==> src/rtl/lap_pkg.sv <==
package lap_pkg;

  // control decoded from the pass counter
  typedef struct packed {
    logic clr;      // clear carries and delay line
    logic en_sum;   // bit slot inside the pass
    logic cen_take; // own pixel still streaming
    logic write;    // result bit is produced this slot
    logic last;     // final result bit slot
  } lap_ctl_t;

  function automatic logic fa_sum(input logic a, input logic b, input logic c);
    return a ^ b ^ c;
  endfunction

  function automatic logic fa_cy(input logic a, input logic b, input logic c);
    return (a & b) | (a & c) | (b & c);
  endfunction

endpackage

==> src/rtl/lap_bsadd.sv <==
module lap_bsadd #(
  parameter bit CY_INIT = 1'b0
) (
  input  logic clk,
  input  logic rst_n,
  input  logic clr,
  input  logic en,
  input  logic a,
  input  logic b,
  output logic s,
  output logic cy_q
);
  import lap_pkg::*;

  assign s = fa_sum(a, b, cy_q);

  always_ff @(posedge clk or negedge rst_n) begin
    if (!rst_n)   cy_q <= CY_INIT;
    else if (clr) cy_q <= CY_INIT;
    else if (en)  cy_q <= fa_cy(a, b, cy_q);
  end
endmodule

==> src/rtl/lap_seq.sv <==
module lap_seq #(
  parameter int PIX_W = 8,
  parameter int RES_W = 10,
  parameter int DROP  = 2
) (
  input  logic               clk,
  input  logic               rst_n,
  input  logic               run,
  output lap_pkg::lap_ctl_t  ctl,
  output logic               done
);
  localparam int PASS = RES_W + DROP;
  localparam int CW   = $clog2(PASS + 1);

  logic [CW-1:0] cnt;
  logic          busy;

  assign busy         = run && (cnt < CW'(PASS));
  assign ctl.clr      = !run;
  assign ctl.en_sum   = busy;
  assign ctl.cen_take = busy && (cnt < CW'(PIX_W));
  assign ctl.write    = busy && (cnt >= CW'(DROP));
  assign ctl.last     = busy && (cnt == CW'(PASS - 1));

  always_ff @(posedge clk or negedge rst_n) begin
    if (!rst_n) begin
      cnt  <= '0;
      done <= 1'b0;
    end else begin
      done <= ctl.last;
      if (!run)      cnt <= '0;
      else if (busy) cnt <= cnt + 1'b1;
    end
  end
endmodule

==> src/rtl/lap_pixreg.sv <==
module lap_pixreg #(
  parameter int PIX_W = 8
) (
  input  logic             clk,
  input  logic             rst_n,
  input  logic             run,
  input  logic             rot,
  input  logic             load_en,
  input  logic [PIX_W-1:0] load_val,
  output logic [PIX_W-1:0] pix_q,
  output logic             ser_bit
);
  // rotating so the stored value is back in place after PIX_W shifts
  assign ser_bit = rot & pix_q[0];

  always_ff @(posedge clk or negedge rst_n) begin
    if (!rst_n)                pix_q <= '0;
    else if (rot)              pix_q <= {pix_q[0], pix_q[PIX_W-1:1]};
    else if (!run && load_en)  pix_q <= load_val;
  end
endmodule

==> src/rtl/lap_cell.sv <==
module lap_cell #(
  parameter int PIX_W = 8,
  parameter int RES_W = 10
) (
  input  logic             clk,
  input  logic             rst_n,
  input  logic             run,
  input  logic             load_en,
  input  logic [PIX_W-1:0] load_pix,
  input  logic             nb_n,
  input  logic             nb_s,
  input  logic             nb_e,
  input  logic             nb_w,
  output logic             pix_bit,
  output logic [PIX_W-1:0] pix_q,
  output logic [RES_W-1:0] result,
  output logic             done
);
  import lap_pkg::*;

  localparam int DROP = 2;  // quarter = discard two low sum bits

  lap_ctl_t ctl;
  logic [3:0] nb_vec;
  logic [1:0] pair_bit;
  logic [1:0] pair_cy;
  logic       quad_bit;
  logic       quad_cy;
  logic       diff_bit;
  logic       diff_cy;
  logic [DROP-1:0] cen_dly;

  assign nb_vec = {nb_w, nb_e, nb_s, nb_n};

  lap_seq #(.PIX_W(PIX_W), .RES_W(RES_W), .DROP(DROP)) u_seq (
    .clk(clk), .rst_n(rst_n), .run(run), .ctl(ctl), .done(done)
  );

  lap_pixreg #(.PIX_W(PIX_W)) u_pix (
    .clk(clk), .rst_n(rst_n), .run(run), .rot(ctl.cen_take),
    .load_en(load_en), .load_val(load_pix), .pix_q(pix_q), .ser_bit(pix_bit)
  );

  // first level: north+south, east+west
  for (genvar g = 0; g < 2; g++) begin : g_pair
    lap_bsadd #(.CY_INIT(1'b0)) u_add (
      .clk(clk), .rst_n(rst_n), .clr(ctl.clr), .en(ctl.en_sum),
      .a(nb_vec[2*g]), .b(nb_vec[2*g+1]), .s(pair_bit[g]), .cy_q(pair_cy[g])
    );
  end

  lap_bsadd #(.CY_INIT(1'b0)) u_quad (
    .clk(clk), .rst_n(rst_n), .clr(ctl.clr), .en(ctl.en_sum),
    .a(pair_bit[0]), .b(pair_bit[1]), .s(quad_bit), .cy_q(quad_cy)
  );

  // centre delayed by DROP slots so it lines up with sum bit k+DROP
  always_ff @(posedge clk or negedge rst_n) begin
    if (!rst_n)          cen_dly <= '0;
    else if (ctl.clr)    cen_dly <= '0;
    else if (ctl.en_sum) cen_dly <= {cen_dly[DROP-2:0], pix_bit};
  end

  // subtract: centre + ~quarter + 1
  lap_bsadd #(.CY_INIT(1'b1)) u_sub (
    .clk(clk), .rst_n(rst_n), .clr(ctl.clr), .en(ctl.write),
    .a(cen_dly[DROP-1]), .b(~quad_bit), .s(diff_bit), .cy_q(diff_cy)
  );

  always_ff @(posedge clk or negedge rst_n) begin
    if (!rst_n)         result <= '0;
    else if (ctl.write) result <= {diff_bit, result[RES_W-1:1]};
  end
endmodule

==> config.mk <==
export PLATFORM = sky130hd
export DESIGN_NAME = lap_cell
export DESIGN_NICKNAME = d
export VERILOG_FILES = /design/src/rtl/lap_pkg.sv /design/src/rtl/lap_bsadd.sv /design/src/rtl/lap_seq.sv /design/src/rtl/lap_pixreg.sv /design/src/rtl/lap_cell.sv
export SDC_FILE = /design/constraint.sdc
export NUM_CORES = 1
export LEC_CHECK = 0
export ABC_CLOCK_PERIOD_IN_PS = 3200
export BUFFER_PORTS_ARGS = -buffer_cell sky130_fd_sc_hd__buf_2
export CAP_MARGIN = 20
export CORE_ASPECT_RATIO = 0.7
export CORE_MARGIN = 1
export CORE_UTILIZATION = 56
export CTS_BUF_LIST = sky130_fd_sc_hd__clkbuf_4
export DETAILED_ROUTE_END_ITERATION = 12
export HOLD_SLACK_MARGIN = 0.02
export PLACE_DENSITY = 0.79
export SYNTH_ARGS = -nofsm -noshare
export SYNTH_HDL_FRONTEND = slang
export SYNTH_SLANG_ARGS = --single-unit
export TNS_END_PERCENT = 10
==> constraint.sdc <==
create_clock -name clk -period 3.2 [get_ports clk]
set_input_delay 0.16 -clock clk [delete_from_list [all_inputs] [get_ports clk]]
set_output_delay 0.16 -clock clk [all_outputs]
set_load 0.05 [all_outputs]
Word-level counts from Yosys, hierarchy flattened

Cells that the tools add are included.

Bits in registers: 29
Output and inout port bits: 20

Add/subtract/negate cells: 1
Magnitude comparators: 3
Eq/ne operators: 3
Mux-type cells: 14
Bitwise gates (word level): 30
Reduce and logical (&&, ||, !) cells: 7

Operators by type and width:

| operator                                                                            | count |
|---|---|
| 8-bit two-way mux                                                                   | 2 |
| 1-bit bitwise AND                                                                   | 13 |
| 4-bit < comparator, second input constant                                           | 2 |
| 1-bit two-way mux                                                                   | 8 |
| 4-bit two-way mux                                                                   | 2 |
| 1-bit bitwise OR                                                                    | 8 |
| 1-bit bitwise XOR                                                                   | 8 |
| 1-bit logical AND                                                                   | 5 |
| 4-bit by 1-bit adder with 4-bit output, second input constant                       | 1 |
| 4-bit equality test, second input constant                                          | 1 |
| 4-bit by 2-bit greater-or-equal comparator with 1-bit output, second input constant | 1 |
| 2-bit two-way mux                                                                   | 2 |
| 2-bit by 1-bit != test with 1-bit output, second input constant                     | 2 |
| 2-bit nonzero test                                                                  | 1 |
| 1-bit zero test                                                                     | 1 |
| 1-bit NOT                                                                           | 1 |

Longest topological paths before layout

Depth in word-level cells: 10
Mapped depth: 8
Depth with buffers taken out: 8

Cells and area by module

Synthesis repeated with hierarchy kept, for this count alone.

Cell total of the unflattened synthesis: 113
Area, all modules: 1,530.2 um^2

Modules (own cells, without submodules):

| module                           | instances | cells an instance | area each (um^2) | sequential area each (um^2) |
|---|---|---|---|---|
| lap_pixreg                       | 1         | 44                | 526.8            | 200.2 |
| lap_cell                         | 1         | 28                | 493.0            | 300.3 |
| lap_seq                          | 1         | 25                | 272.8            | 125.1 |
| lap_bsadd at g_pair[0].u_add ... | 3         | 4                 | 58.8             | 25.0 |
| lap_bsadd at u_sub               | 1         | 4                 | 61.3             | 26.3 |

Worst setup path before layout

Ideal clock, no wire load.

Path kind: register -> register
Start point: register g_pair[0].u_add.cy_q
End point: register result[9]
Library setup time: 0.128 ns
Arrival time: 2.132 ns
Required time: 3.072 ns
Setup slack: 0.940 ns
Stages on the path, launching flop included: 9
Period minus slack after synthesis: 2.260 ns
Cell sequence: dfrtp_1 fa_1 inv_1 fa_1 inv_1 fa_1 inv_1 o221ai_1 a21oi_1

Longest elaborated chain between the ends: 6

Ends and longest elaborated chain:

| item                           | line            | source |
|---|---|---|
| start, declared                | lap_bsadd.sv:11 | `output logic cy_q` |
| start signal, assigned         | lap_bsadd.sv:20 | `else if (en) cy_q <= fa_cy(a, b, cy_q);` |
| 1-bit bitwise XOR (3 in a row) | lap_pkg.sv:13   | `return a ^ b ^ c;` |
| 1-bit NOT                      | lap_cell.sv:67  | `.a(cen_dly[DROP-1]), .b(~quad_bit), .s(diff_bit), .cy_q(diff_cy)` |
| 1-bit bitwise XOR (2 in a row) | lap_pkg.sv:13   |  |
| end signal, assigned           | lap_cell.sv:72  | `else if (ctl.write) result <= {diff_bit, result[RES_W-1:1]};` |
| end, declared                  | lap_cell.sv:16  | `output logic [RES_W-1:0] result,` |

No other way between the ends.
A chain may end at the register's enable or synchronous reset.

Worst setup path in the final report

Start point: register g_pair[1].u_add.cy_q
End point: register result[9]

Longest elaborated chain between the ends: 6

Ends and longest elaborated chain:

| item                           | line |
|---|---|
| start, declared                | lap_bsadd.sv:11 |
| start signal, assigned         | lap_bsadd.sv:20 |
| 1-bit bitwise XOR (3 in a row) | lap_pkg.sv:13 |
| 1-bit NOT                      | lap_cell.sv:67 |
| 1-bit bitwise XOR (2 in a row) | lap_pkg.sv:13 |

No other way between the ends.

==> metrics <==
unique cell type count in the Yosys netlist 29; TNS Setup 0 ns; met3 wire len 266 µm; most used cells in the layout excluding fill and tap cells 35 x buf_2, 28 x dfrtp_1, 20 x o221ai_1; largest net degree at the start of global routing 42; clock latency reported for the late side of the worst-skew pair 0.35 ns; clock buffers created by TritonCTS 5; hold slack 0.0938 ns; wire length on met2 1560 µm; Die ar. 0.00310 mm²; Primary FF master, synth dfrtp_1; maximum net fanout on the critical path 2; filler-free cell count of the finished design 227; endpoint of the worst setup timing path result[9]; placed cell count 218; area of all placed cells without fillers 0.00182 mm²; main area contributors after synthesis dfrtp_1 44%, o221ai_1 11%, a21oi_1 5.3%; Post-Synthesis Net Count 182; relative max-transition margin 54.4%; via count of the first global-routing pass 1121; initial core utilization 62.2%; maximum clock path buffer count 2; leading cell type in the layout, fill and taps excluded buf_2; reg2reg setup slack 0.86 ns; RSZ-0062 raised after global routing false; die width 66.1 µm; residual overflow from global routing 0; smallest setup slack after layout 0.862 ns; count of cells along the worst register-to-register path 8; critical path launch point type flop; core area 0.00259 mm²; start point of the critical path g_pair[1].u_add.cy_q; Fin. Hold Viols 0; cell type with the largest total area after synthesis dfrtp_1; largest voltage drop on the vdd net 0.382 mV; Final setup violation count 0; number of nets in the finished design 213; per-cell routed wire length 15.3 µm; wire length of the first global-routing pass 5400 µm; maximum level of the CTS H-tree 2; RR Startpoint g_pair[1].u_add.cy_q; R2R Path End result[9]; hold_buf cts 1; root buffer selected by CTS clkbuf_4; clock tree sinks 29; type of destination of the critical path flop; Worst Max-Slew Pin Slew 0.684 ns; count of antenna diodes in the layout 0; layout overhead on the synthesized area 13.2%; Slew Viols, Final 0; number of vias per cell after detailed routing 5.96; 1st-pass router iterations 5; number of warning messages in the yosys log 0; number of flops mapped to enable cells by yosys 0; Routability Congestion 0.737; max_cap viols 0; height of the die 46.9 µm; post-CTS setup buffer count 0; number of I/O pins 36; Synth async-reset ratio 100%; mean area per synthesized cell 10.0 µm²; Global Route Usage Sum 24.7%; Detail Route Antenna Nets 0; site row count 15; post-synthesis cell count 161; DRC violation count after routing 0; Hold/Removal Path Class in -> reg; register bit count reported by yosys 29; worst clock skew 0.0145 ns; fraction of final layout cells sized beyond drive strength 1 22.3%; maximum clock rate 428 MHz; detailed router's first-iteration violation count 140; Critical Path RT 3.42 ns; highest routed layer met4; # fillers 226; Leak 0.800 nW; area share of the largest cell type after synthesis 43.5%; total wire length after detailed routing 3480 µm; total half-perimeter wirelength after legalization and detailed placement 2310 µm; area of placed instances 0.00176 mm²; run status finished, final reports clean; number of antenna violations at the first check in global routing 0; number of instances resized during post-cts repair 0; data arrival time at the worst-slack endpoint 2.56 ns; CTS clk-pin slew, worst paths 0.09 ns; via total after detailed routing 1354; Period minus WS final 2.34 ns; cell area power density 610 mW/mm²; fin crit share 73.1%; count of buffers inserted at the top-level ports 35; TritonCTS clock tree built; WL met1 1610 µm; critical path class reg -> reg; post-placement worst setup slack 0.862 ns; combined area of all synthesized cells 0.00161 mm²; part of the Yosys area used for sequential elements 45.1%
==> flip-flops by register name (all words and copies together), names as in the netlist <==
| register | flops |
|---|---|
| u_sub.cy_q | 1 |
| u_quad.cy_q | 1 |
| result | 10 |
| u_seq.cnt | 4 |
| g_pair.u_add.cy_q | 2 |
| u_pix.pix_q | 8 |
| cen_dly | 2 |
| u_seq.done | 1 |
==> per-stage QoR <==
stage          util [%]  power [mW]
3_3_place_gp       68.1       0.888
3_5_place_dp       68.1       0.904
5_1_grt            70.4        1.17
2_1_floorplan         -       0.801
6_report           70.4        1.11
4_1_cts            70.4        1.12
==> worst min path at each step <==
stage / from / to / slack, ns / depth (start not counted)
floorplan: rst_n / cen_dly[0] / -0.14 / 0
global placement: rst_n / result[0] / 0.22 / 1
detailed placement: rst_n / result[0] / 0.22 / 1
CTS: load_pix[0] / u_pix.pix_q[0] / 0.09 / 3
global route: load_pix[6] / u_pix.pix_q[6] / 0.1 / 3
finish: load_pix[0] / u_pix.pix_q[0] / 0.09 / 3
==> power breakdown <==
part           switching, mW  internal [mW]  total (mW)
clock                  0.135         0.0792       0.214
combinational          0.282          0.119       0.400
sequential            0.0736          0.424       0.497
total                  0.490          0.621        1.11
==> cell families (layout without fill, tap and decap cells) <==
logic type | count (synthesis) | after routing | share of synthesized area (%)
multiplexers | 7 | 7 | 4.35
AND/OR/NAND/NOR | 39 | 39 | 11.3
adder cells (fa/ha/maj) | 5 | 5 | 5.75
flip-flops | 29 | 29 | 45.1
XOR/XNOR | 1 | 1 | 0.544
AO/OA/AOI/OAI | 59 | 59 | 26.8
buffers and inverters | 21 | 53 | 6.14
==> worst max-delay path: stages (launching register included) <==
cell and delay, ns:
dfrtp_1 0.41, fa_1 0.49, inv_1 0.05, fa_1 0.47
inv_1 0.05, fa_1 0.47, inv_1 0.05, o221ai_1 0.15
a21oi_1 0.09
==> cell usage after synthesis (all sizes together), types with 2 or more instances <==
library cell,number
nor2b,8
fa,4
o221ai,20
mux2i,7
dfrtp,28
and2,2
a21oi,17
a21boi,6
o21ai,3
inv,8
buf,11
a31oi,3
nor2,10
nand2,14
a211oi,8
==> layout make-up <==
cell class / instances / area, µm² / area share, %
clock buffer: 5 / 37.5 / 2.06
clock inverter: 3 / 12.5 / 0.686
inverter: 9 / 33.8 / 1.85
multi-input combinational: 111 / 785 / 43.0
sequential: 29 / 727 / 39.9
tap: 34 / 42.5 / 2.33
timing repair buffer: 36 / 185 / 10.2
==> per-layer routing <==
| metal | GRT usage [%] | up-vias |
|---|---|---|
| met3 | 9.71 | 6 |
| li1 | - | 660 |
| met5 | 0 | - |
| met1 | 35.0 | 643 |
| met4 | 9.79 | 0 |
| met2 | 34.5 | 45 |
Power figures use the tool's default switching activity.
